## src/rtl/burst_seq_pkg.sv

```systemverilog
package burst_seq_pkg;
  // Strobes passed from the control half to the pointer datapath
  typedef struct packed {
    logic load;     // take the start address
    logic step;     // advance by one auto-increment step
    logic skipLsb;  // fast-read stepping
    logic chain;    // hop between the two output blocks
  } seqCmd_t;
endpackage

```

## src/rtl/burst_blk_decode.sv

```systemverilog
module burst_blk_decode #(
  parameter int ADDR_W = 8,
  parameter logic [ADDR_W-1:0] BASE = '0,
  parameter int NBYTES = 6
) (
  input  logic [ADDR_W-1:0] addr,
  input  logic              skipLsb,
  output logic              hit,
  output logic              wrap,
  output logic [ADDR_W-1:0] nextAddr
);
  localparam logic [ADDR_W-1:0] NB = ADDR_W'(NBYTES);

  logic [ADDR_W-1:0] off;
  logic [ADDR_W-1:0] nextOff;

  always_comb begin
    off      = addr - BASE;
    hit      = (off < NB);
    nextOff  = skipLsb ? ((off | ADDR_W'(1)) + ADDR_W'(1)) : (off + ADDR_W'(1));
    wrap     = (nextOff >= NB);
    nextAddr = BASE + nextOff;
  end
endmodule

```

## src/rtl/burst_seq_ctrl.sv

```systemverilog
module burst_seq_ctrl
  import burst_seq_pkg::*;
#(
  parameter int FMODE_W = 2
) (
  input  logic               clk,
  input  logic               rstN,
  input  logic               startValid,
  input  logic               readStrobe,
  input  logic               hybridEn,
  input  logic               hybChainEn,
  input  logic [FMODE_W-1:0] fifoMode,
  input  logic               cfgWrEn,
  input  logic               cfgFastRead,
  output seqCmd_t            cmd,
  output logic               fastRead
);
  logic fastReadQ;
  logic wrOk;

  assign wrOk = cfgWrEn && (fifoMode == '0);

  always_ff @(posedge clk) begin
    if (!rstN)     fastReadQ <= 1'b0;
    else if (wrOk) fastReadQ <= cfgFastRead;
  end

  always_comb begin
    cmd.load    = startValid;
    cmd.step    = readStrobe && !startValid;
    cmd.skipLsb = fastReadQ;
    cmd.chain   = hybridEn && hybChainEn;
  end

  assign fastRead = fastReadQ;

  // a write while the buffer mode is non-zero is refused
  p_fr_locked_r8: assert property (@(posedge clk) disable iff (!rstN)
    (cfgWrEn && fifoMode != '0) |=> $stable(fastRead));
  // a write while the buffer mode is zero takes the new value
  p_fr_write_r8: assert property (@(posedge clk) disable iff (!rstN)
    (cfgWrEn && fifoMode == '0) |=> fastRead == $past(cfgFastRead));
endmodule

```

## src/rtl/burst_seq_dp.sv

```systemverilog
module burst_seq_dp
  import burst_seq_pkg::*;
#(
  parameter int ADDR_W = 8,
  parameter logic [ADDR_W-1:0] ACC_BASE = 8'h01,
  parameter logic [ADDR_W-1:0] MAG_BASE = 8'h33,
  parameter int BLK_BYTES = 6
) (
  input  logic              clk,
  input  logic              rstN,
  input  seqCmd_t           cmd,
  input  logic [ADDR_W-1:0] startAddr,
  output logic [ADDR_W-1:0] regAddr
);
  localparam int NBLK = 2;
  localparam logic [ADDR_W-1:0] BASES [NBLK] = '{ACC_BASE, MAG_BASE};

  logic [ADDR_W-1:0] ptr;
  logic [ADDR_W-1:0] ptrNext;
  logic [NBLK-1:0]   blkHit;
  logic [NBLK-1:0]   blkWrap;
  logic [ADDR_W-1:0] blkNext [NBLK];

  for (genvar g = 0; g < NBLK; g++) begin : g_blk
    burst_blk_decode #(
      .ADDR_W (ADDR_W),
      .BASE   (BASES[g]),
      .NBYTES (BLK_BYTES)
    ) u_dec (
      .addr     (ptr),
      .skipLsb  (cmd.skipLsb),
      .hit      (blkHit[g]),
      .wrap     (blkWrap[g]),
      .nextAddr (blkNext[g])
    );
  end

  // Step rule: stay in block, wrap to own base, or hop to the other block
  always_comb begin
    if (blkHit[0])
      ptrNext = !blkWrap[0] ? blkNext[0] : (cmd.chain ? MAG_BASE : ACC_BASE);
    else if (blkHit[1])
      ptrNext = !blkWrap[1] ? blkNext[1] : (cmd.chain ? ACC_BASE : MAG_BASE);
    else
      ptrNext = ptr + ADDR_W'(1);
  end

  always_ff @(posedge clk) begin
    if (!rstN)         ptr <= '0;
    else if (cmd.load) ptr <= startAddr;
    else if (cmd.step) ptr <= ptrNext;
  end

  assign regAddr = ptr;

  // a new start address wins
  p_load_r2: assert property (@(posedge clk) disable iff (!rstN)
    cmd.load |=> regAddr == $past(startAddr));
  // no strobe, no movement
  p_hold_r10: assert property (@(posedge clk) disable iff (!rstN)
    (!cmd.load && !cmd.step) |=> $stable(regAddr));
  // fast-read stepping inside the acceleration block lands on a high byte
  p_msb_only_r4: assert property (@(posedge clk) disable iff (!rstN)
    (cmd.step && cmd.skipLsb && blkHit[0] && !blkWrap[0])
      |=> ((regAddr - ACC_BASE) & ADDR_W'(1)) == '0);
  // chained hop from the end of the acceleration block
  p_chain_acc_r6: assert property (@(posedge clk) disable iff (!rstN)
    (cmd.step && cmd.chain && blkHit[0] && blkWrap[0]) |=> regAddr == MAG_BASE);
  // chained hop from the end of the magnetic block
  p_chain_mag_r6: assert property (@(posedge clk) disable iff (!rstN)
    (cmd.step && cmd.chain && blkHit[1] && blkWrap[1]) |=> regAddr == ACC_BASE);
endmodule

```

## src/rtl/burst_addr_seq.sv

```systemverilog
module burst_addr_seq
  import burst_seq_pkg::*;
#(
  parameter int ADDR_W = 8,
  parameter logic [ADDR_W-1:0] ACC_BASE = 8'h01,
  parameter logic [ADDR_W-1:0] MAG_BASE = 8'h33,
  parameter int BLK_BYTES = 6,
  parameter int FMODE_W = 2
) (
  input  logic               clk,
  input  logic               rstN,
  input  logic               startValid,
  input  logic [ADDR_W-1:0]  startAddr,
  input  logic               readStrobe,
  input  logic               hybridEn,
  input  logic               hybChainEn,
  input  logic [FMODE_W-1:0] fifoMode,
  input  logic               cfgWrEn,
  input  logic               cfgFastRead,
  output logic [ADDR_W-1:0]  regAddr,
  output logic               fastRead
);
  seqCmd_t cmd;

  burst_seq_ctrl #(.FMODE_W(FMODE_W)) u_ctrl (
    .clk, .rstN, .startValid, .readStrobe, .hybridEn, .hybChainEn,
    .fifoMode, .cfgWrEn, .cfgFastRead, .cmd, .fastRead
  );

  burst_seq_dp #(
    .ADDR_W(ADDR_W), .ACC_BASE(ACC_BASE), .MAG_BASE(MAG_BASE), .BLK_BYTES(BLK_BYTES)
  ) u_dp (
    .clk, .rstN, .cmd, .startAddr, .regAddr
  );

  // reset value of the pointer
  p_reset_r1: assert property (@(posedge clk) !rstN |=> (regAddr == '0 && !fastRead));
endmodule

```

## config.mk

```make
export PLATFORM = sky130hd
export DESIGN_NAME = burst_addr_seq
export DESIGN_NICKNAME = d
export VERILOG_FILES = /design/src/rtl/burst_seq_pkg.sv /design/src/rtl/burst_blk_decode.sv /design/src/rtl/burst_seq_ctrl.sv /design/src/rtl/burst_seq_dp.sv /design/src/rtl/burst_addr_seq.sv
export SDC_FILE = /design/constraint.sdc
export NUM_CORES = 1
export LEC_CHECK = 0
export BUFFER_PORTS_ARGS = -buffer_cell sky130_fd_sc_hd__clkbuf_2
export CORE_MARGIN = 2
export CORE_UTILIZATION = 55
export CTS_CLUSTER_SIZE = 10
export DETAILED_ROUTE_END_ITERATION = 10
export PLACE_DENSITY = 0.78
export SETUP_SLACK_MARGIN = 0.2
export SYNTH_ARGS = -nofsm -noshare
export SYNTH_HDL_FRONTEND = slang
export SYNTH_HIERARCHICAL = 1
export SYNTH_SLANG_ARGS = --single-unit
```

## constraint.sdc

```tcl
create_clock -name clk -period 4.1 [get_ports clk]
set_input_delay 0.82 -clock clk [delete_from_list [all_inputs] [get_ports clk]]
set_output_delay 0.82 -clock clk [all_outputs]
set_load 0.005 [all_outputs]
```

==> results.md <==
* Slew Viols, Final at 0
* Worst r2r src: u_dp/regAddr[0]
* DRT iter0 DRCs at around 270
* Setup violations, final at 0
* Avg Inst Size Synth at 7.49 um2
* Port bufs at 26
* Fin crit share at 0.875
* Worst min-delay path startpoint: u_ctrl/fastRead
* CP peak stage delay at 0.66 ns
* Slowest library cell on the worst path: dfxtp_1
* Number of max-cap violations at 0
* First-pass GRT wire length at approximately 8800 um
* Top post-synthesis cells by area: xnor2_1 (11%), dfxtp_1 (9.5%), ha_1 (5.3%)
* Share of the synthesized area in the top cell type at 0.111
* PwrDens at 267 nW/um2
* Worst Path Max Fanout at 17
* CP Launch Point: u_dp/regAddr[0]
* Post-CTS sizing at 0
* Compound-Gate Fraction of Synth Area at 0.281
* Adder-cell share of the synthesized area at 0.0526
* Layout cell share with drive strength beyond 1 at 0.197
* Clk buf depth at 2
* Drt pass-1 iters at 7
* Final hold viol count at 0
* Status: finished, final reports clean
* Post-Synth XOR/XNOR Area at 0.177
* Worst setup EP type: register
* Post-Synthesis Cell Area at about 1900 um2
* Initial core utilization at 0.570
* # DRC at 0
* Post-synth ARST share at 0
* Setup crit start kind: register
* CTS Buf Count at 3
* Synth cell types at ~70
* CTS H-tree lvls at 1
* Initial antenna violation count at 0
* Post-synthesis cell type with the largest combined area: xnor2_1
* CP arrival at about 3.8 ns
* DRT antenna net count at 0
* Fillers at 318
* Antenna cells at 0
* Total Wirelength at around 5200 um
* Ys Warns at 6
* Kind of cell adding the most delay to the critical path: compound AO/OA/AOI/OAI gates
* Leakage at about 0.83 nW
* Row count at 21
* Postcts setup bufs at 0
* Vias per cell at 6.03
* Later-pin clock latency in the skew report at 0.28 ns
* Multi-input logic area at between 1500 and 2000 um2
* Required time worst endpoint at roughly 4.3 ns
* Ports at 27
* Worst hold slack at approximately 0.73 ns
* Worst Tran Pin Value at between 0.6 and 0.7 ns
* Crit path kind: reg -> reg
* Nets@finish at a little over 300
* CTS tree: done
* Area grow syn2layout at 10.6%
* Mapped Nets at 280
* Post-synth top flop: dfxtp_1
* Power Total at ~0.56 mW
* Slew headroom at 0.557
* Via count at about 2000
* CTS root buf: clkbuf_4
* Global Route Usage Sum at 0.279
* Post-synthesis mux area share at 0.0105
* Post-synth EDFFs at 0
* CTS clk-pin slew, worst paths at 0.07 ns
* Post-synthesis register bit count at 9
* CTS Hold Bufs at 0
* Main combinational cell family by area after synthesis: simple AND/OR/NAND/NOR gates
* Detailed placer's ending HPWL at between 3000 and 4000 um
* Register Area at 180 um2
* Clk sinks at 9
* Post-Syn Instances at around 250
* Post-synthesis simple-gate area fraction at 0.316
* Cell Chain, Critical Path: inv_1 > ha_1 > inv_1 > ha_1 > a21oi_1 > or4_1 > a21oi_2 > nor2_1 > xor2_1 > nor4bb_1 > a31oi_1 > a21oi_1 > o311a_1
* Clock skew at about 0.0062 ns
* Vias in the first global route at around 1900
* CP Buf/Inv Count at 2
* Sequential area share after synthesis at 0.0947
* Max VDD drop at between 0.0001 and 0.00015 V
* RSZ-0062 raised after global routing: false
* GPL Wtd Cong at approximately 0.96
* Type of the most critical hold path: reg -> reg
* Fmax at ~0.28 GHz
* Wire per inst at between 15 and 20 um
* Core ar. at 3340 um2
* Crit path time final at 3.59 ns
* Die width at 62.8 um
* Setup Total Neg Slack at 0 ns
* Die ar. at slightly below 4000 um2
* Chip height at roughly 63 um
* Remaining global-route overflow at 0
* Largest net degree at the start of global routing at 20
==> metrics by stage <==
stage	instance area, um2	instances	setup slack [ns]	util
4_1_cts	2100	325	0.548	0.630
3_5_place_dp	2080	321	0.572	0.622
2_1_floorplan	1900	254	0.773	-
5_1_grt	2100	325	0.247	0.630
6_report	2100	325	0.514	0.630
3_3_place_gp	2080	321	0.690	0.622
==> where the power goes <==
part / internal [mW] / leakage [nW] / switching [mW]
clock: 0.0378 / 0.0150 / 0.0383
sequential: 0.0940 / 0.0745 / 0.0197
combinational: 0.165 / 0.745 / 0.207
==> final cells by class <==
cell class / instances / share of cell area
inverters: 16 / 0.0286
clock buffers: 4 / 0.0125
multi-input cells: 217 / 0.759
repair buffers: 33 / 0.0869
well taps: 46 / 0.0274
flip-flops and latches: 9 / 0.0857
==> layout by cell type (no fill, tap or decap), types with 2 or more instances in the layout <==
cell type  Yosys  routed
nand3_1        6       6
o311a_1        2       2
o21ai_0       16      16
inv_1         15      15
clkbuf_4       0       3
clkbuf_2       0      26
o211ai_1       3       3
o22ai_1        3       3
o31ai_1        2       2
or3_4          2       2
a31oi_1        3       3
nand4bb_1      2       2
a21oi_1       15      15
o21a_1         5       5
o211a_1        2       2
a311oi_1       2       2
nor3_1         9       9
ha_1           8       8
nand4_1        2       2
and2_1         6       6
nand2b_1       9       9
buf_4          6       7
nor2_1        10      10
nand2_1       17      17
a32oi_1        2       2
mux2i_1        2       2
xor2_1        10      10
nor2b_1        7       7
nor4_1         2       2
a221oi_1       2       2
nand3b_1       2       2
xnor2_1       24      24
dfxtp_1        9       9
nor3b_1        5       5
==> routing by layer <==
metal,global-route usage,vias to the layer above,part of all wire
li1,-,981,-
met3,0.0414,15,0.070
met5,0,-,0
met4,0.106,0,0.024
met1,0.352,886,0.43
met2,0.478,79,0.48
==> cells by family after synthesis <==
kind of cell,after synthesis
compound gates,75
mux,2
buf+inv,28
simple gates,96
xor+xnor,36
fa+ha+maj,8
flops,9
==> cell usage after synthesis, types with 3 or more instances <==
master,number
xnor2_1,24
nand2_1,17
o21ai_0,16
a21oi_1,15
inv_1,15
nor2_1,10
xor2_1,10
dfxtp_1,9
nand2b_1,9
nor3_1,9
ha_1,8
nor2b_1,7
and2_1,6
buf_4,6
nand3_1,6
nor3b_1,5
o21a_1,5
clkbuf_1,4
a31oi_1,3
o211ai_1,3
o22ai_1,3
==> worst reg2reg max path, delay by kind of cell (launching register included) <==
kind	cells	cell delay, ns
flops	1	0.66
compound gates	5	0.92
fa+ha+maj	2	0.65
buf+inv	2	0.27
xor+xnor	1	0.16
simple gates	3	0.82
==> sequential cells by signal (all words and copies together) (netlist names) <==
register / count
u_dp/regAddr: 8
u_ctrl/fastRead: 1
==> final timing paths <==
check,endpoint,slack (ns),cells past startpoint
min reg2reg,u_ctrl/fastRead,0.73,2
min,u_ctrl/fastRead,0.73,2
max reg2reg,u_dp/regAddr[6],0.51,13
max,u_dp/regAddr[6],0.51,13
Note: power is estimated with default switching activity, not from simulation.
